===== src/rtl/irq_route_pkg.sv =====
// Shared constants for the interrupt routing register file.
// Assumes 64-bit entries split into two 32-bit window words.
package irq_route_pkg;
    localparam int ENT_W     = 64;
    localparam int WORD_W    = 32;
    localparam int B_DSTAT   = 12;
    localparam int B_RIRR    = 14;
    localparam int B_TRIG    = 15;
    localparam int B_MASK    = 16;
    localparam logic [7:0] OFS_SEL  = 8'h00;
    localparam logic [7:0] OFS_WIN  = 8'h10;
    localparam logic [7:0] SEL_ID   = 8'h00;
    localparam logic [7:0] SEL_VER  = 8'h01;
    localparam logic [7:0] SEL_ARB  = 8'h02;
    localparam logic [7:0] SEL_TBL0 = 8'h10;
    localparam logic [ENT_W-1:0] ENT_RST = 64'h0000_0000_0001_0000;
endpackage


===== src/rtl/irq_route_entry.sv =====
// One routing entry. It merges software word writes and keeps the
// hardware-owned status bits. Assumes at most one word is written per cycle.
module irq_route_entry
    import irq_route_pkg::*;
(
    input  logic              clk,
    input  logic              rst_n,
    input  logic              wr_lo,
    input  logic              wr_hi,
    input  logic [WORD_W-1:0] wdata,
    input  logic              rirr_set,
    input  logic              rirr_clr,
    input  logic              busy,
    output logic [ENT_W-1:0]  ent_q,
    output logic              mask_flip,
    output logic              lvl_wr
);
    logic [ENT_W-1:0] ent_d;
    logic             any_wr;

    assign any_wr = wr_lo | wr_hi;

    // Build the next entry: software words first, then the status bits on top.
    always_comb begin
        ent_d = ent_q;
        if (wr_lo) ent_d[WORD_W-1:0]     = wdata;
        if (wr_hi) ent_d[ENT_W-1:WORD_W] = wdata;
        ent_d[B_DSTAT] = busy;
        if (any_wr)
            ent_d[B_RIRR] = ent_d[B_TRIG] ? ent_q[B_RIRR] : 1'b0;
        else if (rirr_set)
            ent_d[B_RIRR] = 1'b1;
        else if (rirr_clr)
            ent_d[B_RIRR] = 1'b0;
        else
            ent_d[B_RIRR] = ent_q[B_RIRR];
    end

    // Entry storage; reset leaves only the mask bit set.
    always_ff @(posedge clk) begin
        if (!rst_n) ent_q <= ENT_RST;
        else        ent_q <= ent_d;
    end

    assign mask_flip = wr_lo & (wdata[B_MASK] != ent_q[B_MASK]);
    assign lvl_wr    = any_wr & ent_d[B_TRIG];

    assert_rirr_kept_R7: assert property (@(posedge clk) disable iff (!rst_n)
        (any_wr && ent_d[B_TRIG]) |=> ent_q[B_RIRR] == $past(ent_q[B_RIRR]));
    assert_edge_rirr_clear_R8: assert property (@(posedge clk) disable iff (!rst_n)
        (any_wr && !ent_d[B_TRIG]) |=> !ent_q[B_RIRR]);
    assert_mask_only_by_write_R9: assert property (@(posedge clk) disable iff (!rst_n)
        !wr_lo |=> $stable(ent_q[B_MASK]));
    assert_dstat_follows_R13: assert property (@(posedge clk) disable iff (!rst_n)
        $past(rst_n) |-> ent_q[B_DSTAT] == $past(busy));
endmodule


===== src/rtl/irq_route_rdmux.sv =====
// Combinational read path. It decodes the offset and the select value
// into one 32-bit word. Assumes the table arrives flattened, entry i at 64*i.
module irq_route_rdmux
    import irq_route_pkg::*;
#(
    parameter int         NPINS    = 24,
    parameter logic [7:0] VER_CODE = 8'h11,
    parameter int         IDX_W    = 7
)(
    input  logic [7:0]             addr,
    input  logic [7:0]             sel,
    input  logic [3:0]             id,
    input  logic [IDX_W-1:0]       idx,
    input  logic                   idx_ok,
    input  logic [NPINS*ENT_W-1:0] tbl,
    output logic [WORD_W-1:0]      rd_word
);
    localparam logic [7:0] TOP_PIN = 8'(NPINS - 1);

    logic [WORD_W-1:0] win_word;
    logic [ENT_W-1:0]  ent_sel;

    // Pick the addressed entry; an out-of-range index yields zero here.
    always_comb begin
        ent_sel = '0;
        for (int p = 0; p < NPINS; p++)
            if (idx_ok && idx == IDX_W'(p)) ent_sel = tbl[p*ENT_W +: ENT_W];
    end

    // Decode what the data window shows for the current select value.
    always_comb begin
        case (sel)
            SEL_VER:         win_word = {8'h00, TOP_PIN, 8'h00, VER_CODE};
            SEL_ID, SEL_ARB: win_word = {4'h0, id, 24'h000000};
            default: begin
                if (!idx_ok)     win_word = '1;
                else if (sel[0]) win_word = ent_sel[ENT_W-1:WORD_W];
                else             win_word = ent_sel[WORD_W-1:0];
            end
        endcase
    end

    // Offset decode: select register, data window, or zero.
    always_comb begin
        case (addr)
            OFS_SEL: rd_word = {24'h000000, sel};
            OFS_WIN: rd_word = win_word;
            default: rd_word = '0;
        endcase
    end
endmodule


===== src/rtl/irq_route_regs.sv =====
// Top of the routing register file: select/window decode, ID register,
// the per-pin entries and the event pulses for the delivery logic.
// Assumes single-cycle write and read strobes and a synchronous active-low reset.
module irq_route_regs
    import irq_route_pkg::*;
#(
    parameter int         NPINS    = 24,
    parameter logic [7:0] VER_CODE = 8'h11,
    localparam int        PIN_W    = $clog2(NPINS),
    localparam int        IDX_W    = 7
)(
    input  logic                   clk,
    input  logic                   rst_n,
    input  logic                   bus_wr,
    input  logic                   bus_rd,
    input  logic [7:0]             bus_addr,
    input  logic [31:0]            bus_wdata,
    output logic [31:0]            bus_rdata,
    output logic                   bus_rvalid,
    input  logic [NPINS-1:0]       hw_rirr_set,
    input  logic [NPINS-1:0]       hw_rirr_clr,
    input  logic [NPINS-1:0]       hw_busy,
    output logic [NPINS*64-1:0]    tbl_flat,
    output logic                   mask_chg_valid,
    output logic [PIN_W-1:0]       mask_chg_pin,
    output logic                   mask_chg_val,
    output logic                   lvl_rw_valid,
    output logic [PIN_W-1:0]       lvl_rw_pin
);
    logic [7:0]       sel_q;
    logic [3:0]       id_q;
    logic [7:0]       sel_off;
    logic [IDX_W-1:0] idx;
    logic             idx_ok;
    logic             win_wr;
    logic [NPINS-1:0] flip_v;
    logic [NPINS-1:0] lvl_v;
    logic [31:0]      rd_word;

    assign sel_off = sel_q - SEL_TBL0;
    assign idx     = sel_off[7:1];
    assign idx_ok  = (sel_q >= SEL_TBL0) && (idx < IDX_W'(NPINS));
    assign win_wr  = bus_wr && (bus_addr == OFS_WIN);

    // Select register and ID register updates.
    always_ff @(posedge clk) begin
        if (!rst_n) begin
            sel_q <= '0;
            id_q  <= '0;
        end else if (bus_wr && bus_addr == OFS_SEL) begin
            sel_q <= bus_wdata[7:0];
        end else if (win_wr && sel_q == SEL_ID) begin
            id_q <= bus_wdata[27:24];
        end
    end

    // One entry per pin, write-enabled by the decoded index and word half.
    for (genvar g = 0; g < NPINS; g++) begin : g_ent
        logic hit;
        assign hit = win_wr && idx_ok && (idx == IDX_W'(g));
        irq_route_entry u_ent (
            .clk      (clk),
            .rst_n    (rst_n),
            .wr_lo    (hit && !sel_q[0]),
            .wr_hi    (hit && sel_q[0]),
            .wdata    (bus_wdata),
            .rirr_set (hw_rirr_set[g]),
            .rirr_clr (hw_rirr_clr[g]),
            .busy     (hw_busy[g]),
            .ent_q    (tbl_flat[g*ENT_W +: ENT_W]),
            .mask_flip(flip_v[g]),
            .lvl_wr   (lvl_v[g])
        );
    end

    irq_route_rdmux #(.NPINS(NPINS), .VER_CODE(VER_CODE), .IDX_W(IDX_W)) u_rd (
        .addr   (bus_addr),
        .sel    (sel_q),
        .id     (id_q),
        .idx    (idx),
        .idx_ok (idx_ok),
        .tbl    (tbl_flat),
        .rd_word(rd_word)
    );

    // Register read data with its valid strobe (one-cycle latency).
    always_ff @(posedge clk) begin
        if (!rst_n) begin
            bus_rvalid <= 1'b0;
            bus_rdata  <= '0;
        end else begin
            bus_rvalid <= bus_rd;
            if (bus_rd) bus_rdata <= rd_word;
        end
    end

    // Event pulses for the delivery logic, one cycle after the write.
    always_ff @(posedge clk) begin
        if (!rst_n) begin
            mask_chg_valid <= 1'b0;
            mask_chg_pin   <= '0;
            mask_chg_val   <= 1'b0;
            lvl_rw_valid   <= 1'b0;
            lvl_rw_pin     <= '0;
        end else begin
            mask_chg_valid <= |flip_v;
            lvl_rw_valid   <= |lvl_v;
            if (|flip_v) begin
                mask_chg_pin <= idx[PIN_W-1:0];
                mask_chg_val <= bus_wdata[B_MASK];
            end
            if (|lvl_v) lvl_rw_pin <= idx[PIN_W-1:0];
        end
    end

    assert_rvalid_follows_rd_R11: assert property (@(posedge clk) disable iff (!rst_n)
        bus_rvalid |-> $past(bus_rd));
    assert_mask_evt_matches_R9: assert property (@(posedge clk) disable iff (!rst_n)
        mask_chg_valid |-> tbl_flat[mask_chg_pin*ENT_W + B_MASK] == mask_chg_val);
    assert_mask_evt_single_R9: assert property (@(posedge clk) disable iff (!rst_n)
        mask_chg_valid |=> !mask_chg_valid || $past(|flip_v));
    assert_lvl_evt_level_R10: assert property (@(posedge clk) disable iff (!rst_n)
        lvl_rw_valid |-> tbl_flat[lvl_rw_pin*ENT_W + B_TRIG]);
endmodule


===== config.mk =====
export PLATFORM = sky130hd
export DESIGN_NAME = irq_route_regs
export DESIGN_NICKNAME = d
export VERILOG_FILES = /design/src/rtl/irq_route_pkg.sv /design/src/rtl/irq_route_entry.sv /design/src/rtl/irq_route_rdmux.sv /design/src/rtl/irq_route_regs.sv
export SDC_FILE = /design/constraint.sdc
export NUM_CORES = 2
export LEC_CHECK = 0
export ABC_AREA = 1
export BUFFER_PORTS_ARGS = -buffer_cell sky130_fd_sc_hd__buf_4
export CELL_PAD_IN_SITES_DETAIL_PLACEMENT = 0
export CELL_PAD_IN_SITES_GLOBAL_PLACEMENT = 1
export CORE_AREA = 5 5 654 656
export DETAILED_ROUTE_END_ITERATION = 8
export DIE_AREA = 0 0 659 661
export PLACE_DENSITY_LB_ADDON = 0.08
export SYNTH_ARGS = -nofsm -noshare
export SYNTH_HDL_FRONTEND = slang
export SYNTH_HIERARCHICAL = 1
export SYNTH_SLANG_ARGS = --single-unit

===== constraint.sdc =====
create_clock -name clk -period 3.1 [get_ports clk]
set_input_delay 0.155 -clock clk [delete_from_list [all_inputs] [get_ports clk]]
set_output_delay 0.155 -clock clk [all_outputs]
set_load 0.005 [all_outputs]

=== Word-level counts from Yosys, hierarchy flattened ===
Index checks and enable logic that the tools add are counted.

* Bits in registers: 1594
* Input port bits: 116
* Output and inout port bits: 1582
* Word-level logic and storage cells: 560

* Add/subtract/negate cells: 1
* Magnitude comparators: 2
* Equal/unequal tests: 74
* Multiplexer cells: 148
* Bitwise logic cells: 73
* Reduce and logical (&&, ||, !) cells: 157

{| class="wikitable"
|+ Operator list
! kind !! number
|-
| $mux 64 || 24
|-
| $mux 16 || 24
|-
| $pmux 32 s2 || 2
|-
| $logic_and 1x1->1 || 101
|-
| $mux 1 || 96
|-
| $reduce_bool 3->1 || 24
|-
| $mux 32 || 2
|-
| $eq 7x4->1 const B || 8
|-
| $eq 7x5->1 const B || 8
|-
| $reduce_and 2->1 || 25
|-
| $and 1x1->1 || 48
|-
| $ne 2x2->1 const B || 24
|-
| $reduce_or 24->1 || 2
|-
| $eq 7x3->1 const B || 4
|-
| $ne 1x1->1 || 24
|-
| $or 1x1->1 || 24
|-
| $logic_not 8->1 || 2
|-
| $eq 7x2->1 const B || 2
|-
| $eq 8x1->1 const B || 1
|-
| $eq 8x2->1 const B || 1
|-
| $eq 8x5->1 const B || 1
|-
| $ge 8x5->1 const B || 1
|-
| $sub 8x5->8 const B || 1
|-
| $eq 7x1->1 const B || 1
|-
| 5 further kinds || 5
|}

=== Depth between registers and ports, before layout ===
* Depth in word-level cells: 32
* Mapped depth: 32
* Mapped depth without buffers: 30

=== By module ===
The synthesis kept the hierarchy.

{| class="wikitable"
|+ Modules (own cells, without submodules)
! module !! instances !! cells an instance !! area each (µm²) !! sequential area each (µm²)
|-
| irq_route_entry || 24 || 286 || 2223.4 || 1281.2
|-
| irq_route_rdmux || 1 || 3182 || 13658.1 || 0.0
|-
| irq_route_regs || 1 || 486 || 3027.9 || 1161.1
|}

=== Worst setup path before layout ===
No wires, ideal clock.

* Path type: register -> register
* From: reg sel_q[4]
* To: reg bus_rdata[6]
* Library setup time: 116 ps
* Arrival time: 3103 ps
* Required time: 2984 ps
* Slack: -118 ps
* Cell stages (with the launch flop): 28
* Path buffers: 2
* Clock period less this slack: 3218 ps
* Path through: dfxtp_1 inv_2 ha_1 nand2_2 nand2_2 nor2_4 nand3_4 inv_1 buf_2 nand3_1 nor2_1 inv_2 nor2_2 inv_2 clkbuf_1 or2_2 nand2_1 nand4_1 nand2_1 nand3_1 nand2_1 nand3_1 nand2_1 nand3_1 nand2_1 nand2_1 nor2_1 nor2_1

* Longest elaborated chain between the ends: 32
* Elaborated cells between the ends (all ways): 84
* Classes of those cells: add/sub (1); order compare (2); eq/ne (25); mux (28); reduce/logical (28)

{| class="wikitable"
|+ Ends and longest elaborated chain
! element !! line !! RTL
|-
| start: declaration || irq_route_regs.sv:30 || <nowiki>logic [7:0] sel_q;</nowiki>
|-
| start signal: assignment || irq_route_regs.sv:51 || <nowiki>sel_q <= bus_wdata[7:0];</nowiki>
|-
| $sub 8x5->8 (*) || irq_route_regs.sv:40 || <nowiki>assign sel_off = sel_q - SEL_TBL0;</nowiki>
|-
| named net sel_off[4] || irq_route_regs.sv:32 || <nowiki>logic [7:0] sel_off;</nowiki>
|-
| $lt 7x5->1 (*) || irq_route_regs.sv:42 || <nowiki>assign idx_ok = (sel_q >= SEL_TBL0) && (idx < IDX_W'(NPINS));</nowiki>
|-
| $logic_and 1x1->1 (*) || irq_route_regs.sv:42 ||
|-
| named net idx_ok || irq_route_regs.sv:34 || <nowiki>logic idx_ok;</nowiki>
|-
| $logic_and 1x1->1 || irq_route_rdmux.sv:27 || <nowiki>if (idx_ok && idx == IDX_W'(p)) ent_sel = tbl[p*ENT_W +: ENT_W];</nowiki>
|-
| $mux 64 (24 in a row) || irq_route_rdmux.sv:27 ||
|-
| $mux 32 || irq_route_rdmux.sv:37 || <nowiki>else if (sel[0]) win_word = ent_sel[ENT_W-1:WORD_W];</nowiki>
|-
| $mux 32 (*) || irq_route_rdmux.sv:36 || <nowiki>if (!idx_ok) win_word = '1;</nowiki>
|-
| $pmux 32 s2 (*) || irq_route_rdmux.sv:32 || <nowiki>case (sel)</nowiki>
|-
| $pmux 32 s2 (*) || irq_route_rdmux.sv:45 || <nowiki>case (addr)</nowiki>
|-
| named net rd_word[6] || irq_route_regs.sv:38 || <nowiki>logic [31:0] rd_word;</nowiki>
|-
| end signal: assignment || irq_route_regs.sv:93 || <nowiki>if (bus_rd) bus_rdata <= rd_word;</nowiki>
|-
| end: declaration || irq_route_regs.sv:18 || <nowiki>output logic [31:0] bus_rdata,</nowiki>
|}

The timed path passes the listed nets; every way through them passes the cells marked *.
A chain may end at the register's enable or synchronous reset.

=== Final worst setup path ===
* From: reg sel_q[5]
* To: reg bus_rdata[14]

The elaborated chain is that of the path after synthesis.

==> results by group <==
Power and ir drop
  • Reported leakage power: approximately 0.054 µW
  • Ratio of total power to cell area: 436.4 nW/µm²
  • Max IR drop VDD: between 400 and 500 µV

Worst setup path
  • Slowest cell on crit path: sky130_fd_sc_hd__nand4_1
  • Cell mode on critical path: sky130_fd_sc_hd__nand4_1
  • Worst Setup SP: sel_q[5]
  • Crit path launch type: register
  • Worst setup path category: reg -> reg
  • Termination of the worst setup path: bus_rdata[14]
  • Reg2Reg Capture Point: bus_rdata[14]
  • CP max stage delay: ~380 ps
  • Type of destination of the critical path: register
  • Worst Path Arrival: ~5800 ps
  • CP max FO: 6
  • R2R setup slack: -1870 ps
  • CP required: slightly below 4000 ps
  • Number of cells on the worst reg-to-reg path: 31
  • Beginning of the worst register-to-register path: sel_q[5]

Min path
  • Startpoint of the most critical hold path: hw_rirr_set[20]
  • Kind of path behind the tightest hold check: in -> reg

Finish
  • Most used cells in the layout excluding fill and tap cells: sky130_fd_sc_hd__nor2_1, sky130_fd_sc_hd__buf_4, sky130_fd_sc_hd__dfxtp_1
  • Layout cell share with drive strength beyond 1: approximately a third
  • Layout Utilization: 27.15%
  • Net total in the final layout: roughly 14,000
  • Most common library cell in the layout ignoring fill and taps: sky130_fd_sc_hd__nor2_1
  • Area Growth Syn to Fin: 63.44%

Synthesis
  • Synthesized area: 70,050 µm²
  • Count of state elements after synthesis: 1,594
  • Yosys warning total: 6
  • Total nets after synthesis: about 11,000
  • Average instance area after synthesis: 6.651 µm²
  • Number of instances in the synthesized netlist: 10,532
  • Distinct cell type count after synthesis: 42
  • Sequential fraction of the synthesis area: between 40% and 50%

Routing
  • Initial DRC Count: slightly below 9,000
  • Drt wl/cell: between 30 and 40 µm
  • DRC Markers: 0
  • Total Wirelength: approximately 700,000 µm
  • Vias per std cell: between 4 and 5
  • First-pass iteration count of the detailed router: 7
  • Routed vias: approximately 89,000
  • Post-detailed-route count of antenna-violating nets: 0

Die
  • Effective utilization at floorplan: between 10% and 20%
  • Die W: between 600 and 700 µm
  • Placement row count: 239
  • Top-Level Pins: roughly 1,700
  • Placeable core region: approximately 420,000 µm²
  • Die height: between 600 and 700 µm
  • Die Outline Area: between 400,000 and 500,000 µm²

Clock tree
  • Number of H-tree levels: 4
  • CTS tree: yes
  • CTS buffer count: approximately 220
  • Worst-skew pair later-pin latency: 970 ps
  • Library cell used as clock root buffer: sky130_fd_sc_hd__clkbuf_16
  • Sink count of the clock tree: ~1,600
  • Buffer levels on the longest clock path: 4
  • Clock slew at the register clock pins of the worst setup and hold paths: roughly 60 ps

GRT
  • First-pass GRT wire length: a little under 900,000 µm
  • GRT Util Overall: 30.11%
  • Initial antenna violation count: 48
  • GRT overflow: 0
  • Maximum number of pins on one net before global-route repair: roughly 230
  • Number of global-route vias before repair: between 80,000 and 90,000

Timing
  • Period minus WS final: 4965 ps
  • Fmax: approximately 200 MHz
  • Final-report max-slew violation count: 0
  • Setup Viol. Count Final: 45
  • Worst-margin pin slew: approximately 1300 ps
  • Final Skew: about 63 ps
  • Total Negative Setup Slacks: -54,840 ps
  • Final hold violation count: 0
  • Slew HR: between 10% and 20%
  • Smallest setup slack after layout: -1865 ps
  • Unrepaired setup endpoints after global routing: true
  • Share of the clock period used by the worst path: 160.2%

Run status
  • Violated checks: negative setup slack
  • Run status: finished, violations left

Placement
  • Estimated wirelength of the detail-placed design: ~530,000 µm
  • Port bufs: around 1,700
  • Gp weighted congestion: approximately 0.93

Flow run
  • Maximum Capacitance Violations: 0
-- power by group --
group / leakage [µW] / switching, µW / internal, µW / total (µW)
Sequential: 0.0129 / 96.3 / 20500 / 20600
Clock: 0.00359 / 11200 / 15800 / 27000
Combinational: 0.0375 / 1760 / 550 / 2310
-- layer usage --
metal | up-vias | track usage, % | wire length [µm]
met4 | 2 | 14.47 | 41990
met5 | - | 0 | 9
met2 | 3814 | 52.19 | 335400
met1 | 44453 | 36.43 | 278500
met3 | 819 | 4.415 | 39540
li1 | 39630 | - | -
-- critical path, delay by kind of cell (launching register included) --
kind                       cells  cell delay, ps
adders and majority gates      1             160
buffers and inverters         10            1320
DFF                            1             370
AOI/OAI and AO/OA              2             300
and+or+nand+nor               18            2670
-- area by class of cell --
type	instances	area (µm²)
Fill cell	46344	307200
Timing Repair Buffer	3442	29840
Antenna cell	18	45.04
Inverter	546	2107
Multi-Input combinational cell	7731	36320
Clock inverter	56	784.5
Clock buffer	330	6538
Tap cell	5543	6935
Sequential cell	1594	31920
-- Yosys cell counts, drive strengths merged --
master / count / share of area, %
inv: 542 / 2.9
nand3b: 1 / 0.011
buf: 298 / 2.3
clkbuf: 363 / 2.1
a211oi: 1 / 0.011
nand2: 1608 / 8.7
clkinv: 4 / 0.021
nor2: 3661 / 20
or3: 1 / 0.0089
or2: 132 / 1.2
ha: 2 / 0.036
dfxtp: 1594 / 46
o21ai: 1489 / 11
nand4: 287 / 2.6
nor3: 32 / 0.25
nor4: 6 / 0.11
a21boi: 1 / 0.011
o22ai: 1 / 0.0089
nor3b: 1 / 0.011
xnor2: 24 / 0.30
a31oi: 2 / 0.018
a21oi: 143 / 1.0
nand3: 315 / 2.3
o21bai: 24 / 0.26
-- cells by family after synthesis --
| kind of cell | synth area share, % |
|---|---|
| DFF | 45.56 |
| adders and majority gates | 0.03572 |
| xor gates and xnor gates | 0.3001 |
| AOI/OAI and AO/OA | 11.97 |
| and+or+nand+nor | 34.80 |
| buffers and inverters | 7.341 |
-- repair_timing --
| action | CTS | global route |
|---|---|---|
| hold endpoints to repair | 1021 | 0 |
| setup buffers | 61 | 65 |
| hold buffers | 142 | 0 |
| cloned | 6 | 17 |
| pin swaps | 320 | 314 |
| resized for setup | 689 | 404 |
| endpoints found under the setup margin | 683 | 835 |
-- worst min path at each step --
stage / to / slack [ps] / cells past startpoint
2_1_floorplan: g_ent[0].u_ent/ent_q[12] / 250 / 2
3_3_place_gp: g_ent[18].u_ent/ent_q[12] / 340 / 3
3_5_place_dp: g_ent[10].u_ent/ent_q[12] / 340 / 3
4_1_cts: g_ent[20].u_ent/ent_q[14] / 110 / 5
5_1_grt: g_ent[20].u_ent/ent_q[14] / 180 / 5
6_report: g_ent[20].u_ent/ent_q[14] / 210 / 5
-- metrics by stage --
stage	cell area (µm²)	setup WS [ps]	power [µW]	hold WS [ps]	instances
2_1_floorplan	70050	14.54	21430	252.6	10532
3_3_place_gp	100500	-2903	23250	338.5	18625
3_5_place_dp	100500	-2801	23240	342.3	18625
4_1_cts	112200	-1880	50620	107.5	19184
5_1_grt	114400	-1898	51270	182.6	19244
6_report	114500	-1865	49960	211.2	19260
-- sequential cells by signal (all words and copies together) (netlist names), 4 cells and up --
name and flops:
mask_chg_pin 5, sel_q 8, g_ent.u_ent/ent_q 1536, id_q 4, lvl_rw_pin 5, bus_rdata 32
(Power assumes the default switching activity.)
